## config.mk

```make
export PLATFORM = sky130hd
export DESIGN_NAME = prom_io_decoder
export DESIGN_NICKNAME = d
export VERILOG_FILES = /design/src/rtl/prom_io_pkg.sv /design/src/rtl/prom_io_decode.sv /design/src/rtl/prom_io_lanes.sv /design/src/rtl/prom_io_store.sv /design/src/rtl/prom_io_decoder.sv
export SDC_FILE = /design/constraint.sdc
export NUM_CORES = 1
export LEC_CHECK = 0
export BUFFER_PORTS_ARGS = -buffer_cell sky130_fd_sc_hd__buf_4
export CORE_UTILIZATION = 55
export CTS_CLUSTER_DIAMETER = 40
export DETAILED_ROUTE_END_ITERATION = 10
export HOLD_SLACK_MARGIN = 0.15
export PLACE_DENSITY_LB_ADDON = 0.1
export RECOVER_POWER = 50
export SETUP_SLACK_MARGIN = 0.02
export SYNTH_ARGS = -nofsm -noshare
export SYNTH_HDL_FRONTEND = slang
export SYNTH_SLANG_ARGS = --single-unit
```

## constraint.sdc

```tcl
create_clock -name clk -period 2.2 [get_ports clk]
set_clock_uncertainty 0.05 [all_clocks]
set_input_delay 0.22 -clock clk [delete_from_list [all_inputs] [get_ports clk]]
set_output_delay 0.22 -clock clk [all_outputs]
set_load 0.03 [all_outputs]
```

## src/rtl/prom_io_pkg.sv

```systemverilog
package prom_io_pkg;

   typedef enum logic [1:0] {
      ACC_REJECT = 2'd0,
      ACC_PROM   = 2'd1,
      ACC_FWD    = 2'd2
   } acc_kind_e;

   localparam logic [1:0] SZ_BYTE  = 2'd0;
   localparam logic [1:0] SZ_WORD  = 2'd1;
   localparam logic [1:0] SZ_DWORD = 2'd2;

   // number of bytes moved for a size code (reserved code treated as 4)
   function automatic logic [2:0] size_bytes(input logic [1:0] code);
      case (code)
         SZ_BYTE: size_bytes = 3'd1;
         SZ_WORD: size_bytes = 3'd2;
         default: size_bytes = 3'd4;
      endcase
   endfunction

   // all-ones pattern across the requested width
   function automatic logic [31:0] ones_mask(input logic [1:0] code);
      case (code)
         SZ_BYTE: ones_mask = 32'h0000_00FF;
         SZ_WORD: ones_mask = 32'h0000_FFFF;
         default: ones_mask = 32'hFFFF_FFFF;
      endcase
   endfunction

endpackage

```

## src/rtl/prom_io_decode.sv

```systemverilog
module prom_io_decode
   import prom_io_pkg::*;
#(
   parameter int ADDR_W     = 8,
   parameter int PROM_DEPTH = 16
) (
   input  logic [ADDR_W-1:0] addr,
   input  logic [1:0]        size,
   input  logic              dw_mode,
   output acc_kind_e         kind
);
   localparam int IDX_W = $clog2(PROM_DEPTH);

   logic in_prom;
   logic even_ok;
   logic quad_ok;

   assign in_prom = ({{(32-ADDR_W){1'b0}}, addr} < 32'(PROM_DEPTH));
   assign even_ok = (addr[0] == 1'b0);
   assign quad_ok = (addr[1:0] == 2'b00);

   always_comb begin
      kind = ACC_REJECT;
      if (in_prom) begin
         if (dw_mode) begin
            if (size == SZ_DWORD && quad_ok) kind = ACC_PROM;
         end else begin
            if (size == SZ_BYTE)                kind = ACC_PROM;
            else if (size == SZ_WORD && even_ok) kind = ACC_PROM;
         end
      end else begin
         if (size == SZ_WORD || size == SZ_DWORD) kind = ACC_FWD;
      end
   end

   if (IDX_W < 2) begin : g_bad_idx
      $error("prom_io_decode: PROM_DEPTH must be at least 4");
   end

endmodule

```

## src/rtl/prom_io_lanes.sv

```systemverilog
module prom_io_lanes #(
   parameter int PROM_DEPTH = 16,
   parameter int LANES      = 4,
   localparam int IDX_W     = $clog2(PROM_DEPTH)
) (
   input  logic [IDX_W-1:0]            base,
   input  logic [2:0]                  nbytes,
   input  logic [LANES*8-1:0]          wdata,
   input  logic                        wr_en,
   input  logic [PROM_DEPTH-1:0][7:0]  rbytes,
   output logic [PROM_DEPTH-1:0]       we_bytes,
   output logic [PROM_DEPTH-1:0][7:0]  wbytes,
   output logic [LANES*8-1:0]          rdata
);
   localparam int LSEL_W = $clog2(LANES);

   // write side: each PROM byte finds its lane from its distance to base
   for (genvar j = 0; j < PROM_DEPTH; j++) begin : g_wr
      logic [IDX_W-1:0] ofs;
      assign ofs         = IDX_W'(j) - base;
      assign we_bytes[j] = wr_en && (32'(ofs) < 32'(nbytes));
      assign wbytes[j]   = wdata[32'(ofs[LSEL_W-1:0])*8 +: 8];
   end

   // read side: each lane picks the PROM byte at base + lane
   for (genvar k = 0; k < LANES; k++) begin : g_rd
      logic [IDX_W-1:0] idx;
      assign idx = base + IDX_W'(k);
      assign rdata[k*8 +: 8] = (32'(k) < 32'(nbytes)) ? rbytes[idx] : 8'h00;
   end

endmodule

```

## src/rtl/prom_io_store.sv

```systemverilog
module prom_io_store #(
   parameter int PROM_DEPTH = 16
) (
   input  logic                       clk,
   input  logic                       rst_n,
   input  logic [PROM_DEPTH-1:0]      we_bytes,
   input  logic [PROM_DEPTH-1:0][7:0] wbytes,
   output logic [PROM_DEPTH-1:0][7:0] rbytes
);
   for (genvar j = 0; j < PROM_DEPTH; j++) begin : g_byte
      always_ff @(posedge clk or negedge rst_n) begin
         if (!rst_n)           rbytes[j] <= 8'h00;
         else if (we_bytes[j]) rbytes[j] <= wbytes[j];
      end
   end
endmodule

```

## src/rtl/prom_io_decoder.sv

```systemverilog
module prom_io_decoder
   import prom_io_pkg::*;
#(
   parameter int ADDR_W     = 8,
   parameter int PROM_DEPTH = 16
) (
   input  logic              clk,
   input  logic              rst_n,
   input  logic              req_valid,
   input  logic              req_write,
   input  logic [ADDR_W-1:0] req_addr,
   input  logic [1:0]        req_size,
   input  logic [31:0]       req_wdata,
   input  logic              dw_mode,
   input  logic              prom_we_en,
   output logic              rd_valid,
   output logic [31:0]       rd_data,
   output logic              reg_req,
   output logic              reg_write,
   output logic              reg_dword,
   output logic [ADDR_W-1:0] reg_addr,
   output logic [31:0]       reg_wdata,
   input  logic [31:0]       reg_rdata
);
   localparam int IDX_W = $clog2(PROM_DEPTH);
   localparam int LANES = 4;

   if ((PROM_DEPTH & (PROM_DEPTH - 1)) != 0 || PROM_DEPTH < LANES) begin : g_bad_depth
      $error("prom_io_decoder: PROM_DEPTH must be a power of two, at least 4");
   end
   if (ADDR_W <= IDX_W) begin : g_bad_addr
      $error("prom_io_decoder: ADDR_W must exceed the PROM index width");
   end

   acc_kind_e                  kind;
   logic [PROM_DEPTH-1:0]      we_bytes;
   logic [PROM_DEPTH-1:0][7:0] wbytes;
   logic [PROM_DEPTH-1:0][7:0] rbytes;
   logic [31:0]                prom_rdata;
   logic [31:0]                fwd_rdata;
   logic [31:0]                rd_nxt;
   logic                       prom_wr;
   logic                       is_read;

   prom_io_decode #(.ADDR_W(ADDR_W), .PROM_DEPTH(PROM_DEPTH)) u_decode (
      .addr    (req_addr),
      .size    (req_size),
      .dw_mode (dw_mode),
      .kind    (kind)
   );

   assign prom_wr = req_valid && req_write && prom_we_en && (kind == ACC_PROM);
   assign is_read = req_valid && !req_write;

   prom_io_lanes #(.PROM_DEPTH(PROM_DEPTH), .LANES(LANES)) u_lanes (
      .base     (req_addr[IDX_W-1:0]),
      .nbytes   (size_bytes(req_size)),
      .wdata    (req_wdata),
      .wr_en    (prom_wr),
      .rbytes   (rbytes),
      .we_bytes (we_bytes),
      .wbytes   (wbytes),
      .rdata    (prom_rdata)
   );

   prom_io_store #(.PROM_DEPTH(PROM_DEPTH)) u_store (
      .clk      (clk),
      .rst_n    (rst_n),
      .we_bytes (we_bytes),
      .wbytes   (wbytes),
      .rbytes   (rbytes)
   );

   // forwarded register port, combinational in the request cycle
   assign reg_req   = req_valid && (kind == ACC_FWD);
   assign reg_write = req_write;
   assign reg_dword = (req_size == SZ_DWORD);
   assign reg_addr  = req_addr;
   assign reg_wdata = req_wdata;
   assign fwd_rdata = reg_rdata & ones_mask(req_size);

   always_comb begin
      case (kind)
         ACC_PROM: rd_nxt = prom_rdata;
         ACC_FWD:  rd_nxt = fwd_rdata;
         default:  rd_nxt = ones_mask(req_size);
      endcase
   end

   always_ff @(posedge clk or negedge rst_n) begin
      if (!rst_n) begin
         rd_valid <= 1'b0;
         rd_data  <= 32'h0;
      end else begin
         rd_valid <= is_read;
         if (is_read) rd_data <= rd_nxt;
      end
   end

endmodule

```

==> flow_metrics.tcl <==
set metrics [dict create \
    clock_latency_ns 0.44 \
    wl_per_cell_um 29.6 \
    hold_depth 4 \
    place_inst 1333 \
    drtPass1Iterations 5 \
    status "finished with violations" \
    path_cells "buf_4 -> inv_2 -> ha_1 -> inv_1 -> ha_1 -> inv_4 -> ha_1 -> a2111oi_4 -> buf_4 -> mux2_4" \
    hold_class "input pin to flop" \
    setup_viol 0 \
    cp_data_arrival_time_ns 2.41 \
    areaGrowthSynthToFinish_pct 26.2 \
    core-area_sq_um 21200 \
    grt_max_degree 55 \
    antenna_left 0 \
    cpMostUsedCell "ha_1" \
    power.switching_w 0.00269 \
    cts_buffer_depth 2 \
    cts_sinks 161 \
    min_period_ns 2.14 \
    cp_max_fo 9 \
    final_core_util_pct 71.6 \
    worst_pin_slew_ns 1.66 \
    wl_mm 40.6 \
    clkPwrFrac_pct 36.7 \
    ys_top_cells_by_area "dfrtp_1, mux4_2, mux2_2, mux2_4, buf_4" \
    r2r-start "u_store.rbytes[51]" \
    synth-edff-count 0 \
    cts_tree "yes" \
    routabilityCongestion 0.991 \
    cts-root-buf "clkbuf_16" \
    p_leak_nw 6.79 \
    synth_area_per_cell_sq_um 14.0 \
    finalMaxSlewViolations 53 \
    fp.dieW_um 150 \
    peakVddDrop_uv 457 \
    drive_above_1_share_pct 56.6 \
    p_int_w 0.00610 \
    combinationalPowerShare_pct 25.8 \
    synth_top_area_cell "dfrtp_1" \
    dieArea_sq_um 22500 \
    cp-start-kind "input pin" \
    hp-start "reg_rdata[12]" \
    worst-r2r-cell-count 5 \
    worstSetupPathType "input pin to flop" \
    fmax_mhz 468 \
    ys_seq_area_share_pct 33.5 \
    critical-path-slowest-cell "a2111oi_4" \
    num_io_pins 156 \
    final_cell_mix "buf_4, dfrtp_1, mux4_2" \
    cts_max_level 4 \
    start_util_pct 56.7 \
    layout.area.seq_sq_um 4030 \
    critPathCaptureType "flop" \
    synthCells 859 \
    yosys_warnings 0 \
    cpPeakStageDelay_ns 0.49 \
    nNetsFinal 1193 \
    drt_iter0_drc 914 \
    sw_frac_of_total_pct 30.6 \
    vias 9630 \
    dp_hpwl_mm 29.5 \
    timing.slew.headroom_pct -10.8 \
    clk_pin_slew_ns 0.07 \
    cts_buffers 17 \
    maxCapViolations 1 \
    synth_cell_types 45 \
    hold_violations 0 \
    cp_data_required_time_ns 2.47 \
    synthesis.area_sq_um 12000 \
    async_flop_share_pct 100 \
    grt_usage_pct 38.1 \
    final_common_cell "buf_4" \
    grt_setup_unrepaired "false" \
    finalCritPeriodShare_pct 97.1 \
    grt_pass1_wl_mm 61.4 \
    row_count 53 \
    stdcell_count 1374 \
    synth_flop_cell "dfrtp_1" \
    drc_errors 0 \
    multi_input_area_sq_um 7690 \
    die_h_um 150 \
    grt_pass1_vias 9672 \
    violations "max-capacitance violations, max-slew violations" \
    startpoint "req_size[1]" \
    p_per_area_nw_per_um2 579 \
    overflow 0 \
    antenna_found_initial 0 \
    netlist.area_leader.share_pct 33.5 \
    power.share.sequential_pct 37.4 \
    fillers 1483 \
    synth-seq-cells 161 \
    vias_per_cell 7.01 \
    synth_nets 965 \
    port-buffer-count 155 \
    diodes 0 \
]
==> area by class of cell <==
| cell class | count | share of cell area [%] |
|---|---|---|
| inverter | 16 | 0.461 |
| multi-input combinational | 580 | 50.6 |
| tap | 275 | 2.27 |
| timing repair buffer | 311 | 16.0 |
| clock inverter | 12 | 1.19 |
| sequential | 161 | 26.5 |
| clock buffer | 19 | 2.92 |
==> kinds of logic (layout without fill, tap and decap cells) <==
group | count (synthesis) | after routing | synth area share (%)
adders and majority gates | 26 | 26 | 2.70
xor gates and xnor gates | 11 | 11 | 0.801
buffers and inverters | 118 | 358 | 5.36
DFF | 161 | 161 | 33.5
and+or+nand+nor | 88 | 88 | 3.88
AOI/OAI and AO/OA | 135 | 135 | 8.33
muxes | 320 | 320 | 45.4
==> critical path, delay by kind of cell <==
family	cells	cell delay, ns
adders and majority gates	3	0.73
buffers and inverters	5	0.66
muxes	1	0.31
AOI/OAI and AO/OA	1	0.49
==> state kept, by name, indices dropped and copies added (netlist names) <==
signal and flops:
u_store.rbytes 128, rd_data 32, rd_valid 1
==> power by group through the flow <==
stage	Clock (W)	Sequential, W	Combinational, W
floorplan	0	0.00346	0.00122
global placement	0	0.00332	0.00223
detailed placement	0	0.00333	0.00225
CTS	0.00324	0.00328	0.00229
global route	0.00336	0.00330	0.00239
finish	0.00323	0.00329	0.00227
==> what timing repair did <==
item	4_1_cts	5_1_grt
pin swaps	1	2
resized for setup	8	2
hold buffers	10	0
setup buffers	0	0
hold endpoints to repair	59	0
setup endpoints to repair	36	52
==> final timing paths <==
kind / to / slack, ns
setup / recovery: u_store.rbytes[59] / 0.06
hold / removal: rd_data[12] / 0.17
setup reg to reg: rd_data[11] / 0.28
hold reg to reg: rd_data[29] / 0.43
max in group asynchronous: u_store.rbytes[106] / 0.31
min in group asynchronous: rd_data[0] / 0.68
==> metrics by stage <==
step           area [sq um]  TNS (ns)  setup WS [ns]  total power (W)  hold slack, ns
5_1_grt               15200         0         0.0213          0.00905           0.205
3_3_place_gp          14600    -49.14         -0.536          0.00555           0.190
4_1_cts               15300         0         0.0211          0.00881           0.157
2_1_floorplan         12400    -45.97         -0.764          0.00469          -0.126
3_5_place_dp          14600    -57.76         -0.547          0.00559           0.190
6_report              15200         0         0.0636          0.00878           0.166
==> routing by layer <==
metal	up-vias	global-route usage (%)	wire length, um
li1	3863	-	-
met4	0	16.8	1610
met2	704	59.4	19200
met1	4955	51.2	15500
met5	-	0	0
met3	108	8.87	4320
==> Yosys cell counts (all sizes together) (3+ instances only) <==
cell type / count
a22oi: 8
a21oi: 15
o21ai: 32
xor2: 5
nand2b: 6
mux2: 136
a31oi: 8
clkbuf: 18
or2: 3
o211ai: 8
and3: 3
a2bb2oi: 8
a22o: 8
xnor2: 6
dfrtp: 161
inv: 15
a21o: 21
mux2i: 24
a221oi: 16
ha: 26
a2111oi: 6
nand2: 47
mux4: 160
nor2: 7
nand3: 10
buf: 84
Power figures use the tool's default switching activity.
